===== config.mk =====
export PLATFORM = sky130hd
export DESIGN_NAME = gpio_irq_ctrl
export DESIGN_NICKNAME = d
export VERILOG_FILES = /design/src/rtl/gpio_irq_pkg.sv /design/src/rtl/gpio_irq_sync.sv /design/src/rtl/gpio_irq_detect.sv /design/src/rtl/gpio_irq_status.sv /design/src/rtl/gpio_irq_ctrl.sv
export SDC_FILE = /design/constraint.sdc
export NUM_CORES = 1
export LEC_CHECK = 0
export BUFFER_PORTS_ARGS = -buffer_cell sky130_fd_sc_hd__buf_2
export CORE_MARGIN = 3
export CORE_UTILIZATION = 59
export CTS_CLUSTER_DIAMETER = 30
export DETAILED_ROUTE_END_ITERATION = 12
export GPL_TIMING_DRIVEN = 0
export PLACE_DENSITY = 0.84
export SYNTH_ARGS = -nofsm -noshare
export SYNTH_HDL_FRONTEND = slang
export SYNTH_SLANG_ARGS = --single-unit

===== constraint.sdc =====
create_clock -name clk -period 1.7 [get_ports clk]
set_input_delay 0.34 -clock clk [delete_from_list [all_inputs] [get_ports clk]]
set_output_delay 0.34 -clock clk [all_outputs]
set_load 0.05 [all_outputs]

===== src/rtl/gpio_irq_pkg.sv =====
package gpio_irq_pkg;
   localparam logic [7:0] OFS_DOUT  = 8'h00;
   localparam logic [7:0] OFS_DIN   = 8'h04;
   localparam logic [7:0] OFS_DIR   = 8'h08;
   localparam logic [7:0] OFS_SET   = 8'h10;
   localparam logic [7:0] OFS_CLR   = 8'h14;
   localparam logic [7:0] OFS_EN    = 8'h20;
   localparam logic [7:0] OFS_RAW   = 8'h24;
   localparam logic [7:0] OFS_MSK   = 8'h28;
   localparam logic [7:0] OFS_ICLR  = 8'h2C;
   localparam logic [7:0] OFS_SENSE = 8'h30;
   localparam logic [7:0] OFS_DUAL  = 8'h34;
   localparam logic [7:0] OFS_POL   = 8'h38;
endpackage


===== src/rtl/gpio_irq_sync.sv =====
module gpio_irq_sync #(
   parameter int W      = 32,
   parameter int STAGES = 2
) (
   input  logic         clk,
   input  logic         rst_n,
   input  logic [W-1:0] d,
   output logic [W-1:0] q
);
   generate
      if (STAGES < 2) begin : g_bad_stages
         $error("gpio_irq_sync: STAGES must be at least 2");
      end
   endgenerate

   logic [W-1:0] stg [STAGES];

   always_ff @(posedge clk or negedge rst_n) begin
      if (!rst_n) begin
         for (int i = 0; i < STAGES; i++) stg[i] <= '0;
      end else begin
         stg[0] <= d;
         for (int i = 1; i < STAGES; i++) stg[i] <= stg[i-1];
      end
   end

   assign q = stg[STAGES-1];
endmodule


===== src/rtl/gpio_irq_detect.sv =====
module gpio_irq_detect (
   input  logic clk,
   input  logic rst_n,
   input  logic cur,
   input  logic sense_lvl,
   input  logic pol_low,
   input  logic dual,
   output logic evt
);
   logic prev_q;
   logic rise, fall, edge_evt, lvl_evt;

   always_ff @(posedge clk or negedge rst_n) begin
      if (!rst_n) prev_q <= 1'b0;
      else        prev_q <= cur;
   end

   always_comb begin
      rise     = cur & ~prev_q;
      fall     = ~cur & prev_q;
      edge_evt = dual ? (rise | fall) : (pol_low ? fall : rise);
      lvl_evt  = pol_low ? ~cur : cur;
      evt      = sense_lvl ? lvl_evt : edge_evt;
   end


   edge_needs_change_chk: assert property (@(posedge clk) disable iff (!rst_n)
      (!sense_lvl && evt) |-> (cur != prev_q));
endmodule


===== src/rtl/gpio_irq_status.sv =====
module gpio_irq_status #(
   parameter int W = 32
) (
   input  logic         clk,
   input  logic         rst_n,
   input  logic [W-1:0] evt,
   input  logic [W-1:0] clr,
   output logic [W-1:0] raw_q
);
   // Clear takes priority on its own edge; an active level sets again next cycle.
   always_ff @(posedge clk or negedge rst_n) begin
      if (!rst_n) raw_q <= '0;
      else        raw_q <= (raw_q | evt) & ~clr;
   end


   clear_wins_chk: assert property (@(posedge clk) disable iff (!rst_n)
      (|clr) |=> ((raw_q & $past(clr)) == '0));


   raw_hold_chk: assert property (@(posedge clk) disable iff (!rst_n)
      1'b1 |=> ((($past(raw_q) & ~$past(clr)) & ~raw_q) == '0));
endmodule


===== src/rtl/gpio_irq_ctrl.sv =====
module gpio_irq_ctrl
   import gpio_irq_pkg::*;
#(
   parameter int NPINS       = 32,
   parameter int DATA_W      = 32,
   parameter int ADDR_W      = 8,
   parameter int SYNC_STAGES = 2
) (
   input  logic              clk,
   input  logic              rst_n,
   input  logic              wr_en,
   input  logic              rd_en,
   input  logic [ADDR_W-1:0] addr,
   input  logic [DATA_W-1:0] wdata,
   output logic [DATA_W-1:0] rdata,
   input  logic [NPINS-1:0]  pin_in,
   output logic [NPINS-1:0]  pin_out,
   output logic [NPINS-1:0]  pin_oe,
   output logic              irq
);
   generate
      if (NPINS < 1 || NPINS > DATA_W) begin : g_bad_npins
         $error("gpio_irq_ctrl: NPINS must be in 1..DATA_W");
      end
      if (ADDR_W < 6 || ADDR_W > 8) begin : g_bad_addr
         $error("gpio_irq_ctrl: ADDR_W must be in 6..8");
      end
   endgenerate

   localparam int PW = NPINS;

   logic [PW-1:0] dir_q, dout_q, en_q, sense_q, dual_q, pol_q;
   logic [PW-1:0] din_s, evt, raw_q, iclr, wd;

   assign wd = wdata[PW-1:0];

   function automatic logic hit(input logic [ADDR_W-1:0] a, input logic [7:0] ofs);
      return a == ofs[ADDR_W-1:0];
   endfunction

   function automatic logic [DATA_W-1:0] zext(input logic [PW-1:0] v);
      logic [DATA_W-1:0] r;
      r = '0;
      r[PW-1:0] = v;
      return r;
   endfunction

   // Configuration registers
   always_ff @(posedge clk or negedge rst_n) begin
      if (!rst_n) begin
         dir_q   <= '0;
         dout_q  <= '0;
         en_q    <= '0;
         sense_q <= '0;
         dual_q  <= '0;
         pol_q   <= '0;
      end else if (wr_en) begin
         if (hit(addr, OFS_DIR))   dir_q   <= wd;
         if (hit(addr, OFS_SET))   dout_q  <= dout_q | wd;
         if (hit(addr, OFS_CLR))   dout_q  <= dout_q & ~wd;
         if (hit(addr, OFS_EN))    en_q    <= wd;
         if (hit(addr, OFS_SENSE)) sense_q <= wd;
         if (hit(addr, OFS_DUAL))  dual_q  <= wd;
         if (hit(addr, OFS_POL))   pol_q   <= wd;
      end
   end

   assign iclr = (wr_en && hit(addr, OFS_ICLR)) ? wd : '0;

   gpio_irq_sync #(.W(PW), .STAGES(SYNC_STAGES)) u_sync (
      .clk(clk), .rst_n(rst_n), .d(pin_in), .q(din_s)
   );

   generate
      for (genvar p = 0; p < PW; p++) begin : g_pin
         gpio_irq_detect u_det (
            .clk(clk), .rst_n(rst_n), .cur(din_s[p]),
            .sense_lvl(sense_q[p]), .pol_low(pol_q[p]), .dual(dual_q[p]),
            .evt(evt[p])
         );
      end
   endgenerate

   gpio_irq_status #(.W(PW)) u_status (
      .clk(clk), .rst_n(rst_n), .evt(evt), .clr(iclr), .raw_q(raw_q)
   );

   // Registered read port
   always_ff @(posedge clk or negedge rst_n) begin
      if (!rst_n) begin
         rdata <= '0;
      end else if (rd_en) begin
         unique case (1'b1)
            hit(addr, OFS_DOUT):  rdata <= zext(dout_q);
            hit(addr, OFS_DIN):   rdata <= zext(din_s);
            hit(addr, OFS_DIR):   rdata <= zext(dir_q);
            hit(addr, OFS_EN):    rdata <= zext(en_q);
            hit(addr, OFS_RAW):   rdata <= zext(raw_q);
            hit(addr, OFS_MSK):   rdata <= zext(raw_q & en_q);
            hit(addr, OFS_SENSE): rdata <= zext(sense_q);
            hit(addr, OFS_DUAL):  rdata <= zext(dual_q);
            hit(addr, OFS_POL):   rdata <= zext(pol_q);
            default:              rdata <= '0;
         endcase
      end
   end

   assign pin_out = dout_q;
   assign pin_oe  = dir_q;
   assign irq     = |(raw_q & en_q);


   set_bits_chk: assert property (@(posedge clk) disable iff (!rst_n)
      (wr_en && hit(addr, OFS_SET)) |=> ((pin_out & $past(wd)) == $past(wd)));


   dout_hold_chk: assert property (@(posedge clk) disable iff (!rst_n)
      !(wr_en && (hit(addr, OFS_SET) || hit(addr, OFS_CLR))) |=> $stable(pin_out));


   irq_masked_chk: assert property (@(posedge clk) disable iff (!rst_n)
      (en_q == '0) |-> !irq);
endmodule


==> results summary <==
The flow ran to the end, but the final reports show violations. The final reports fail on setup timing. The relative max-transition margin came out at 0.403. The maximum number of pins on one net before global-route repair came out at 121. The leakage power of the design came out at 10.1 nW. For this block, the initial DRC count from the detailed router was approximately 2500. In this run the worst setup path begins at u_status.raw_q[3]. Setup repair after global routing could not meet its margin everywhere. The setup slack of the most critical reg-to-reg path is -0.01 ns. The number of H-tree levels came out at 3. Internal power comes to 0.0199 W.

The power density over the cells is 1260 mW/mm^2. STA classifies the critical path endpoint as an output port. The net switching power figure came out at 0.00690 W.

Measured in cells, the most critical reg-to-reg path has a length of 6. The worst setup slack before clock tree synthesis came out at -0.821 ns. The die area is 0.0300 mm^2. TritonCTS built the clock tree.

The max-slew violation total from the final report is 0. The number of warnings reported in the yosys synthesis log came out at 0. VDD sags by at most between 0.9 and 1 mV. Of the cells placed in the final design, the portion with a size suffix greater than 1 is 0.327. The worst setup path is launched from a flip-flop. The HPWL reported at the end of detailed placement is 34300 um.

Setup total negative slack on the finished layout was measured at -1.47 ns. Of the total power, the share spent switching nets is 0.258. The sequential fraction of design power came out at 0.346.

The transition time of the tightest slew-check pin is 0.896 ns. Synthesis inferred around 350 register bits. The worst path in the final design needs a cycle of 2.54 ns, including I/O delays and setup. The worst register-to-register path ends at u_status.raw_q[27]. The post-synthesis instance total is around 1400.

The total power came out at 0.0268 W. In the layout the commonest cells are sky130_fd_sc_hd__dfrtp_1, sky130_fd_sc_hd__buf_2, sky130_fd_sc_hd__mux2_2. The final critical-path share of the clock period is 1.49. The DRC violation count after routing came out at 0.

Buffers inserted during clock tree synthesis total 72. The worst setup path is of the reg -> out kind. Setup violations remaining at the end of the flow were counted as 15. The number of fillers in the final layout came out at between 1000 and 1500. The latest clock arrival within the worst-skew pair came out at 0.58 ns. The part of the power in the clock network is 0.567. The global-route wire length before repair came out at 85000 um. The maximum count of clock buffers along a single path came out at 3. Routability-driven placement finished with a final weighted congestion of 0.976. The highest achievable clock rate is 394 MHz. The startpoint identified for the worst register-to-register timing path is u_sync.q[27]. The synthesized netlist net count came out at 1511. The initial core utilization is 0.605. The clock sink count came out at between 300 and 400. 173 I/O pins were placed.

Yosys mapped the design onto 38 distinct sky130hd cell types. The library cell used most frequently in the layout, excluding fill and tap cells, is sky130_fd_sc_hd__dfrtp_1. The number of vias after detailed routing is 14600.

In the routed layout, each cell is associated on average with a via count of 6.97. The maximum fanout along the worst path came out at 2. The detailed-route wire length is about 57000 um.

The aggregate global routing overflow is 0. The floorplan step set the die height to 173 um. The combined area of the multi-input logic cells is around 0.007 mm^2. The clock transition at the registers of the reported paths is 0.05 ns. The core region is 0.0273 mm^2. The number of antenna diodes in the final layout is 0.

For the worst setup path, the data required time is 1.36 ns. During placement, the flow inserted port buffers numbering ~170. The largest clock skew in the final design is about 0.016 ns. The relative contribution of combinational cells to total power is 0.087.

The mapped netlist covers roughly 0.016 mm^2. The via count of the first global-routing pass came out at 14600. The mean post-synth cell area is 12.0 um^2.

The standard-cell row count came out at 60. The proportion of synthesized chip area in sequential cells is 0.534. For this run, the post-layout net count is roughly 1800.

The number of routed nets with antenna violations is 0. For this run, the total global-route usage over all layers was measured as 0.365. The layout-stage area growth over the synthesis result is 28.3%. The critical path data arrival time is between 2 and 2.5 ns.

In this run the worst setup path terminates at irq. The number of hold violations in the final report is 0. The number of search-and-repair iterations in the first detailed-routing pass is 9. The worst setup slack after layout is -0.840 ns. The die width is approximately 170 um. The initial antenna violation count is 3.

The cell sitting at the root of the clock tree is a sky130_fd_sc_hd__clkbuf_16. The type of the worst min-delay path is in -> reg. The post-detailed-route wirelength per cell came out at 27.5 um. The register area is 0.00882 mm^2.

The tool flagged a number of max-cap violations equal to 0.
==> power by group through the flow <==
stage | combinational [W] | sequential (W) | clock, W
after floorplan | 0.000878 | 0.00965 | 0
after global placement | 0.00202 | 0.00933 | 0
after detailed placement | 0.00211 | 0.00935 | 0
after CTS | 0.00223 | 0.00923 | 0.0151
after global routing | 0.00246 | 0.00929 | 0.0156
final | 0.00233 | 0.00927 | 0.0152
==> state kept, by name, summed over array words and instances (netlist names), named ones only <==
register            cells
u_sync.q               32
g_pin.u_det.prev_q     32
u_status.raw_q         32
u_sync.stg             32
en_q                   32
pol_q                  32
pin_oe                 32
rdata                  32
dual_q                 32
sense_q                32
==> how the worst min path moves through the flow <==
| stage | from | depth (start not counted) | to |
|---|---|---|---|
| after floorplan | rst_n | 0 | asynchronous set/reset pin |
| after global placement | u_sync.stg[46] | 0 | u_sync.q[14] |
| after detailed placement | u_sync.stg[57] | 0 | u_sync.q[25] |
| after CTS | wdata[17] | 2 | u_status.raw_q[17] |
| after global routing | wdata[13] | 2 | u_status.raw_q[13] |
| final | wdata[14] | 2 | u_status.raw_q[14] |
==> per-layer routing <==
metal	share of wire	GRT usage
met1	0.35	0.449
met2	0.44	0.557
met3	0.14	0.123
met4	0.075	0.233
met5	0.00037	0
==> logic make-up after synthesis <==
family                   share of synthesized area
flip-flops                                   0.534
buffers and inverters                       0.0403
XOR/XNOR                                    0.0170
multiplexers                                 0.138
AO/OA/AOI/OAI                                0.176
AND/OR/NAND/NOR                             0.0460
adder cells (fa/ha/maj)                     0.0485
==> stage by stage <==
stage	instances	area (um^2)	hold WS (ns)	utilization
2_1_floorplan	1371	16600	0.0444	-
3_3_place_gp	1911	17900	0.331	0.656
3_5_place_dp	1913	18000	0.335	0.659
4_1_cts	2082	21000	0.0437	0.770
5_1_grt	2090	21200	0.0553	0.776
6_report	2090	21200	0.0397	0.776
==> final cells by class <==
class,instances,area share
Clock buffer,85,0.0908
Timing Repair Buffer,219,0.0648
Multi-Input combinational cell,858,0.337
Inverter,80,0.0142
Sequential cell,352,0.417
Clock inverter,45,0.0323
Buffer,79,0.0221
Tap cell,372,0.0220
==> critical path, cell delays in order (launching register included) <==
cell and delay (ns):
sky130_fd_sc_hd__dfrtp_2 0.43, sky130_fd_sc_hd__a22o_1 0.29, sky130_fd_sc_hd__a221oi_2 0.22, sky130_fd_sc_hd__nand4_1 0.13
sky130_fd_sc_hd__or3_4 0.38, sky130_fd_sc_hd__buf_6 0.17
==> cell usage after synthesis <==
cell type,instances,area share
sky130_fd_sc_hd__o221ai_1,15,0.0080
sky130_fd_sc_hd__or3_1,2,0.00076
sky130_fd_sc_hd__nand3_1,5,0.0015
sky130_fd_sc_hd__o211ai_1,1,0.00046
sky130_fd_sc_hd__clkbuf_1,32,0.0073
sky130_fd_sc_hd__nor2b_1,36,0.014
sky130_fd_sc_hd__o21ai_0,16,0.0049
sky130_fd_sc_hd__mux2_1,8,0.0055
sky130_fd_sc_hd__a211oi_1,96,0.044
sky130_fd_sc_hd__o22a_1,15,0.0080
sky130_fd_sc_hd__a22o_1,33,0.018
sky130_fd_sc_hd__a32oi_1,33,0.018
sky130_fd_sc_hd__and4bb_2,2,0.0015
sky130_fd_sc_hd__dfrtp_1,352,0.53
sky130_fd_sc_hd__nor4_4,1,0.0013
sky130_fd_sc_hd__and2_1,1,0.00038
sky130_fd_sc_hd__buf_1,1,0.00023
sky130_fd_sc_hd__nand2_1,24,0.0055
sky130_fd_sc_hd__nor3_2,1,0.00061
sky130_fd_sc_hd__nor4b_4,3,0.0043
sky130_fd_sc_hd__nor3_1,1,0.00030
sky130_fd_sc_hd__mux2_2,155,0.11
sky130_fd_sc_hd__a31oi_1,35,0.013
sky130_fd_sc_hd__a21oi_1,96,0.029
sky130_fd_sc_hd__mux2i_1,44,0.027
sky130_fd_sc_hd__buf_2,48,0.015
sky130_fd_sc_hd__nor2_2,2,0.00076
sky130_fd_sc_hd__xor2_1,32,0.017
sky130_fd_sc_hd__nand2b_1,1,0.00038
sky130_fd_sc_hd__inv_1,80,0.018
sky130_fd_sc_hd__a221oi_1,18,0.0096
sky130_fd_sc_hd__and3_1,1,0.00038
sky130_fd_sc_hd__nor4_2,1,0.00076
sky130_fd_sc_hd__ha_1,64,0.049
sky130_fd_sc_hd__a22oi_1,26,0.012
sky130_fd_sc_hd__o22ai_1,33,0.013
sky130_fd_sc_hd__nand4_1,6,0.0023
sky130_fd_sc_hd__nor2_1,51,0.012
==> timing repair <==
item	4_1_cts	5_1_grt
resized for setup	21	41
buffers inserted	7	9
endpoints found under the hold margin	146	0
pin swaps	2	3
hold buffers	33	0
endpoints found under the setup margin	117	334
No activity file was read; power rests on OpenSTA's default activity.
